==> src/rtl/evt_time_log.sv <==
module evt_time_log #(
  parameter int TIME_W       = 32,
  parameter int CNT_W        = 17,
  parameter int SYNC_STAGES  = 2,
  parameter int GLITCH_TICKS = 35,
  parameter int START_TICKS  = 125,
  parameter int STEP_TICKS   = 250
) (
  input  logic              clk,
  input  logic              rst_n,
  input  logic              tick,
  input  logic              evt_in,
  input  logic              clr_req,
  input  logic              clr_grant,
  input  logic [TIME_W-1:0] alarm_val,
  output logic [TIME_W-1:0] elapsed,
  output logic [CNT_W-1:0]  events,
  output logic              alarm_flag,
  output logic              load_strobe,
  output logic              commit_strobe,
  output logic              evt_active
);

  localparam int PH_MAX = (START_TICKS > STEP_TICKS) ? START_TICKS : STEP_TICKS;
  localparam int PH_W   = $clog2(PH_MAX + 1);
  localparam int GL_W   = $clog2(GLITCH_TICKS + 1);
  localparam logic [TIME_W-1:0] TIME_TOP = {TIME_W{1'b1}};
  localparam logic [CNT_W-1:0]  CNT_TOP  = {CNT_W{1'b1}};

  logic [SYNC_STAGES-1:0] sync_q;
  logic                   lvl;
  logic                   filt;
  logic [GL_W-1:0]        gl_cnt;
  logic                   flip, rise_now, fall_now;
  logic [PH_W-1:0]        ph;
  logic                   started;
  logic                   step_due;
  logic                   do_clr;

  always_ff @(posedge clk or negedge rst_n)
    if (!rst_n) sync_q <= '0;
    else        sync_q <= {sync_q[SYNC_STAGES-2:0], evt_in};

  assign lvl      = sync_q[SYNC_STAGES-1];
  assign flip     = tick && (lvl != filt) && (gl_cnt == GL_W'(GLITCH_TICKS - 1));
  assign rise_now = flip && lvl;
  assign fall_now = flip && !lvl;

  always_ff @(posedge clk or negedge rst_n)
    if (!rst_n) begin
      filt   <= 1'b0;
      gl_cnt <= '0;
    end else if (tick) begin
      if (lvl == filt)  gl_cnt <= '0;
      else if (flip) begin
        filt   <= lvl;
        gl_cnt <= '0;
      end else          gl_cnt <= gl_cnt + 1'b1;
    end

  assign step_due = tick && filt &&
                    (started ? (ph == PH_W'(STEP_TICKS - 1)) : (ph == PH_W'(START_TICKS - 1)));

  always_ff @(posedge clk or negedge rst_n)
    if (!rst_n) begin
      ph      <= '0;
      started <= 1'b0;
    end else if (rise_now) begin
      ph      <= '0;
      started <= 1'b0;
    end else if (tick && filt) begin
      if (step_due) begin
        ph      <= '0;
        started <= 1'b1;
      end else ph <= ph + 1'b1;
    end

  assign do_clr = clr_req && clr_grant;

  always_ff @(posedge clk or negedge rst_n)
    if (!rst_n)                               elapsed <= '0;
    else if (do_clr)                          elapsed <= '0;
    else if (step_due && elapsed != TIME_TOP) elapsed <= elapsed + 1'b1;

  always_ff @(posedge clk or negedge rst_n)
    if (!rst_n)                             events <= '0;
    else if (do_clr)                        events <= '0;
    else if (fall_now && events != CNT_TOP) events <= events + 1'b1;

  always_ff @(posedge clk or negedge rst_n)
    if (!rst_n)                                      alarm_flag <= 1'b0;
    else if (do_clr)                                 alarm_flag <= 1'b0;
    else if (alarm_val != '0 && elapsed == alarm_val) alarm_flag <= 1'b1;

  always_ff @(posedge clk or negedge rst_n)
    if (!rst_n) begin
      load_strobe   <= 1'b0;
      commit_strobe <= 1'b0;
    end else begin
      load_strobe   <= rise_now;
      commit_strobe <= fall_now;
    end

  assign evt_active = filt;

  AST_FILTER_ON_TICK: assert property (@(posedge clk) disable iff (!rst_n)
    !tick |=> $stable(evt_active));
  AST_TIME_STEP_ONE: assert property (@(posedge clk) disable iff (!rst_n)
    !do_clr |=> (elapsed == $past(elapsed) || elapsed == $past(elapsed) + TIME_W'(1)));
  AST_EVENTS_AT_END: assert property (@(posedge clk) disable iff (!rst_n)
    (!do_clr && !fall_now) |=> $stable(events));
  AST_TIME_NO_WRAP: assert property (@(posedge clk) disable iff (!rst_n)
    (elapsed == TIME_TOP && !do_clr) |=> elapsed == TIME_TOP);
  AST_EVENTS_NO_WRAP: assert property (@(posedge clk) disable iff (!rst_n)
    (events == CNT_TOP && !do_clr) |=> events == CNT_TOP);
  AST_ALARM_ZERO_OFF: assert property (@(posedge clk) disable iff (!rst_n)
    (alarm_val == '0 && !alarm_flag) |=> !alarm_flag);
  AST_ALARM_STICKY: assert property (@(posedge clk) disable iff (!rst_n)
    (alarm_flag && !do_clr) |=> alarm_flag);
  AST_STROBE_EXCL: assert property (@(posedge clk) disable iff (!rst_n)
    !(load_strobe && commit_strobe));
  AST_CLEAR_GRANTED: assert property (@(posedge clk) disable iff (!rst_n)
    do_clr |=> (elapsed == '0 && events == '0 && !alarm_flag));

endmodule

==> config.mk <==
export PLATFORM = sky130hd
export DESIGN_NAME = evt_time_log
export DESIGN_NICKNAME = d
export VERILOG_FILES = /design/src/rtl/evt_time_log.sv
export SDC_FILE = /design/constraint.sdc
export NUM_CORES = 1
export LEC_CHECK = 0
export BUFFER_PORTS_ARGS = -buffer_cell sky130_fd_sc_hd__buf_2
export CAP_MARGIN = 20
export CORE_UTILIZATION = 56
export DETAILED_ROUTE_END_ITERATION = 6
export PLACE_DENSITY = 0.82
export SLEW_MARGIN = 15
export SYNTH_ARGS = -nofsm -noshare
export SYNTH_HDL_FRONTEND = slang
export SYNTH_SLANG_ARGS = --single-unit
export TNS_END_PERCENT = 10
==> constraint.sdc <==
create_clock -name clk -period 4 [get_ports clk]
set_input_delay 1.2 -clock clk [delete_from_list [all_inputs] [get_ports clk]]
set_output_delay 1.2 -clock clk [all_outputs]
set_load 0.02 [all_outputs]
==> results of run 1 <==
path summary, 6_finish.rpt:
path | start | endpoint | slack [ns] | depth (start not counted)
max | elapsed[0] | elapsed[7] | 1.41 | 6
min | sync_q[0] | sync_q[1] | 0.35 | 0
max reg2reg | elapsed[0] | elapsed[7] | 1.41 | 6
min reg2reg | sync_q[0] | sync_q[1] | 0.35 | 0
max in group asynchronous | rst_n | elapsed[0] | 2.30 | 2
min in group asynchronous | rst_n | elapsed[16] | 0.90 | 1
cell families after synthesis:
group           share of synthesized area (%)
xor+xnor                                 13.8
fa+ha+maj                                1.76
flops                                    41.2
compound gates                           9.76
buf+inv                                  3.18
mux                                      1.21
simple gates                             29.1
power groups by stage:
stage          Combinational, mW  Clock, mW  Sequential (mW)
3_3_place_gp               0.102          0            0.748
5_1_grt                    0.120      0.526            0.737
2_1_floorplan             0.0514          0            0.745
4_1_cts                    0.108      0.493            0.735
6_report                   0.109      0.482            0.736
3_5_place_dp               0.107          0            0.749
cells in the final DEF (no fill, tap or decap), drive strengths merged, types with 3 or more instances in the layout:
cell type / instances
buf: 95
dfrtp: 70
nor2: 47
xnor2: 45
nand2: 33
nor4: 33
nand4: 27
xor2: 22
nand3: 20
o21ai: 16
a21oi: 13
clkbuf: 12
nand2b: 8
inv: 7
nor3: 7
or4: 7
and3: 6
or3: 6
ha: 6
and4: 5
mux2i: 4
o311ai: 4
o41ai: 4
o31ai: 4
clkinv: 4
o211ai: 3
a211oi: 3
o2bb2ai: 3
nor4b: 3
layer usage:
layer  up-vias  global-route usage [%]  share of wire [%]
met5         -                       0                  0
met4         0                    13.3                2.1
met3        22                    3.97                7.2
met2       187                    47.7                 48
met1      1874                    37.3                 43
li1       1798                       -                  -
state kept, by name, summed over array words and instances, names as in the netlist:
| register | count |
|---|---|
| gl_cnt | 6 |
| alarm_flag | 1 |
| commit_strobe | 1 |
| elapsed | 32 |
| evt_active | 1 |
| ph | 8 |
| events | 17 |
| load_strobe | 1 |
| started | 1 |
| sync_q | 2 |
final cells by class:
class	count	area [µm²]
Clock inverter	4	23.8
Sequential cell	70	1750
Multi-Input combinational cell	345	2370
Tap cell	99	124
Inverter	7	26.3
Fill cell	604	2370
Timing Repair Buffer	95	495
Clock buffer	12	135
==> impl_metrics.toml, run 1 <==
[cts]
cts_buffers = 9
htreeDepth = 3
clock_latency_ns = 0.35
cts_tree = "built"
root_buffer = "clkbuf_8"
postCtsHoldBufs = 0
cts_resized = 0
clock-sinks = 70
clk_pin_slew_ns = 0.07
post-cts-setup-buffer-count = 0
cts_max_path_buffers = 2

[yosys]
synth_area_leaders = "dfrtp_1 (41%), xnor2_1 (9.3%), xor2_1 (4.5%)"
post-synth-top-count-cell = "dfrtp_1"
syn_inst = 444
synth-seq-cells = 70
synth_top_area_share_pct = 41.2
synth_ff_type = "dfrtp_1"
syn_area_per_cell_um2 = 9.58
synth_fp_nets = 488
ys_warn_count = 0
synth_edf_count = 0
synth_common_cells = "dfrtp_1 (70), nor2_1 (46), xnor2_1 (45)"
synth.largest_area_cell = "dfrtp_1"
syn_area_um2 = 4260
synth_cell_types = 55
ys_async_sr_fraction_pct = 100
yosysSeqAreaShare_pct = 41.2

[drt]
final_antenna_net_count = 0
vias = 3881
first_pass_iters = 5
routed_via_density = 6.14
drc_errors = 0
drt-initial-drc-count = 334
routed_wl_um = 11000
wire_per_inst_um = 17.3

[timing]
period_share_pct = 64.8
final_hold_viol_count = 0
fin_skew_ns = 0.0110
layout_setup_ws_ns = 1.41
finalMaxSlewViolations = 0
tns_ns = 0
max_slew_margin_pct = 51.7
hold_ws_ns = 0.351
min_period_ns = 2.59
rsz0062_at_grt = "no"
setup_viol = 0
max_freq_mhz = 386
tightest_slew_ns = 0.725

[layout]
nets = 572
final_cell_area_um2 = 4920
n_antenna_cell = 0
instances_no_fill = 632
drive_above_1_share_pct = 24.0
post-route-util_pct = 67.5
area.growth.synth_to_final_pct = 15.7

[power]
p_per_area_nw_per_um2 = 270
p_switching_mw = 0.342
sw_frac_of_total_pct = 25.8
p_seq_share_pct = 55.5
peakVddDrop_v = 0.000164
p_clk_share_pct = 36.3
power.internal_mw = 0.985
total_power_mw = 1.33
combPwrFrac_pct = 8.2
p_leak_nw = 2.28

[worst_hold_path]
hold_path.class = "flop to flop"

[global_route]
gr-total-overflow = 0
antenna_found_initial = 0
grt_start_max_net_pins = 33
grt_pass1_wl_um = 17200
groute.usage.overall_pct = 28.7
grt_pass1_vias = 3629

[critical_path]
cp-start-kind = "flop"
critPathTopFamily = "simple AND/OR/NAND/NOR gates"
worstSetupPathType = "flop to flop"
worst-path-buf-inv = 0
critPathMaxStageDelay_ns = 0.64
crit_chain = "ha_1 -> nand4_2 -> or4_4 -> o21ai_2 -> o311ai_0 -> o41ai_1"
crit_required_ns = 4.22
arrival_ns = 2.82
crit_slowest_cell = "or4_4"
cp-end-kind = "flop"
crit_path_max_fanout = 12

[status]
status = "completed"

[placement]
dp_hpwl_um = 7960
dp.cells = 615
placed_cell_area_um2 = 4750
place_ws_ns = 1.14
gp_congestion = 0.871
portBuffers = 90

[floorplanning]
chipWidth_um = 89.2
coreArea_um2 = 7290
die_area_um2 = 7950
rows = 31
start_util_pct = 58.4
io_pins = 91
die_height_um = 89.2

[job]
max_cap_viol_count = 0
Power figures use the tool's default switching activity.
==> run 2: changes to the inputs <==
--- a/config.mk
+++ b/config.mk
@@ -7,9 +7,9 @@
 export LEC_CHECK = 0
 export BUFFER_PORTS_ARGS = -buffer_cell sky130_fd_sc_hd__buf_2
 export CAP_MARGIN = 20
-export CORE_UTILIZATION = 56
+export CORE_UTILIZATION = 55
 export DETAILED_ROUTE_END_ITERATION = 6
-export PLACE_DENSITY = 0.82
+export PLACE_DENSITY = 0.8
 export SLEW_MARGIN = 15
 export SYNTH_ARGS = -nofsm -noshare
 export SYNTH_HDL_FRONTEND = slang
==> constraint.sdc (replaced) <==
create_clock -name clk -period 2.7 [get_ports clk]
set_input_delay 0.81 -clock clk [delete_from_list [all_inputs] [get_ports clk]]
set_output_delay 0.81 -clock clk [all_outputs]
set_load 0.02 [all_outputs]
==> run 2 against run 1 <==
Compared with the run above:
- clock skew is 0.0014 ns lower
- flip-flop and latch count stayed put
- via count is 1.3% lower
- cell area is 1.4% higher
- highest routed layer unchanged
- global-route usage is 1.0 points lower
- sequential power is 48% higher
- worst setup slack worse by 1.1 ns
- clock power is 54% higher
- non-clock buffer count is 8 higher
- critical path type unchanged
- worst hold slack better by 0.0038 ns
- critical endpoint is now elapsed[1]
- first-iteration DRC count is 22% lower
==> impl_metrics.toml, run 2 (synthesis results as in run 1) <==
[status]
status = "completed"

[drt]
drt-initial-drc-count = 262
routed_via_density = 6.01
wire_per_inst_um = 16.8
wl_met1_um = 4630
wl_met2_um = 5200
first_pass_iters = 5
met3_length_um = 674
vias = 3830
drc_errors = 0
routed_wl_um = 10700
highest_layer = "met4"
final_antenna_net_count = 0

[cts]
clock-sinks = 70
cts_max_path_buffers = 2
post-cts-setup-buffer-count = 0
root_buffer = "clkbuf_8"
cts_resized = 0
clk_pin_slew_ns = 0.07
cts_tree = "built"
clock_latency_ns = 0.36
postCtsHoldBufs = 0
cts_buffers = 9
htreeDepth = 3

[floorplanning]
io_pins = 91
start_util_pct = 57.7
die_area_um2 = 8090
die_height_um = 90.0
rows = 31
chipWidth_um = 90.0
coreArea_um2 = 7370

[critical_path]
crit_chain = "nand4_2 -> or4_1 -> o21ai_2 -> mux2i_1 -> nor2_1"
critPathTopFamily = "simple AND/OR/NAND/NOR gates"
cp-end-kind = "flop"
crit_required_ns = 2.94
r2r_slack_ns = 0.36
crit_path_max_fanout = 12
cp-start-kind = "flop"
critPathMaxStageDelay_ns = 0.74
worst-path-buf-inv = 0
crit_slowest_cell = "or4_1"
arrival_ns = 2.58
worstSetupPathType = "flop to flop"

[global_route]
grt_pass1_vias = 3671
antenna_found_initial = 0
grt_pass1_wl_um = 18000
groute.usage.overall_pct = 27.7
gr-total-overflow = 0
grt_start_max_net_pins = 71

[power]
p_switching_mw = 0.492
p_leak_nw = 2.32
combPwrFrac_pct = 8.0
sw_frac_of_total_pct = 24.7
p_per_area_nw_per_um2 = 399
peakVddDrop_v = 0.000327
power.internal_mw = 1.50
p_clk_share_pct = 37.4
p_seq_share_pct = 54.7
total_power_mw = 1.99

[layout]
drive_above_1_share_pct = 25.1
fillerInstances = 607
layout_common_cells = "buf_2 (90), dfrtp_1 (70), nor2_1 (46)"
area.growth.synth_to_final_pct = 17.3
n_antenna_cell = 0
largest_reg_flops = 32
top_register = "elapsed"
layout_commonest_cell = "buf_2"
nets = 580
final_cell_area_um2 = 4990
reg_top3 = "elapsed x32, events x17, ph x8"

[timing]
rsz0062_at_grt = "no"
tightest_slew_ns = 0.710
max_slew_margin_pct = 52.4
setup_viol = 0
final_hold_viol_count = 0
fin_skew_ns = 0.00961
tns_ns = 0
finalMaxSlewViolations = 0
period_share_pct = 86.8
max_freq_mhz = 427
min_period_ns = 2.34

[placement]
gp_congestion = 0.954
placed_cell_area_um2 = 4830
portBuffers = 90
dp_hpwl_um = 7830

[worst_hold_path]
hold_path.class = "flop to flop"

[job]
max_cap_viol_count = 0
## run 2: cell types whose count changed in the layout (fill, tap and decap cells not counted)
cell        change
buf_12          +1
clkinv_4        -1
clkinvlp_4      +1
clkinv_2        -3
buf_4           +8
buf_8           -1
clkbuf_1        -2
clkbuf_8        +2
## run 2: power groups by stage
| stage | Clock [mW] | Combinational [mW] | Sequential (mW) |
|---|---|---|---|
| after detailed placement | 0 | 0.161 | 1.11 |
| final | 0.743 | 0.159 | 1.09 |
| after CTS | 0.755 | 0.161 | 1.09 |
| after global routing | 0.793 | 0.180 | 1.09 |
| after global placement | 0 | 0.155 | 1.11 |
| after floorplan | 0 | 0.0762 | 1.10 |
## run 2: path summary, 6_finish.rpt
path,startpoint,end,cells after the start
setup / recovery,elapsed[27],elapsed[1],5
hold / removal,sync_q[0],sync_q[1],0
setup reg to reg,elapsed[27],elapsed[1],5
hold reg to reg,sync_q[0],sync_q[1],0
max in group asynchronous,rst_n,elapsed[12],2
min in group asynchronous,rst_n,elapsed[8],2
## run 2: through the flow
stage / util (%) / cells / worst slack [ns] / hold WS (ns)
2_1_floorplan: - / 444 / 0.392 / 0.331
3_3_place_gp: 65.6 / 624 / 0.383 / 0.333
3_5_place_dp: 65.6 / 624 / 0.281 / 0.341
4_1_cts: 67.8 / 637 / 0.371 / 0.355
5_1_grt: 67.8 / 637 / 0.190 / 0.360
6_report: 67.8 / 637 / 0.357 / 0.355
## run 2: final cells by class
type / instances / area [µm²] / share of cell area, %
Clock buffer: 12 / 155 / 3.11
Timing Repair Buffer: 103 / 561 / 11.2
Sequential cell: 70 / 1750 / 35.1
Tap cell: 99 / 124 / 2.48
Multi-Input combinational cell: 345 / 2370 / 47.4
Inverter: 7 / 26.3 / 0.526
Clock inverter: 1 / 7.51 / 0.150
## run 2: routing by layer
| metal | GRT usage, % | vias to the layer above |
|---|---|---|
| li1 | - | 1820 |
| met1 | 36.3 | 1830 |
| met2 | 46.9 | 165 |
| met3 | 4.40 | 15 |
| met4 | 9.14 | 0 |
| met5 | 0 | - |
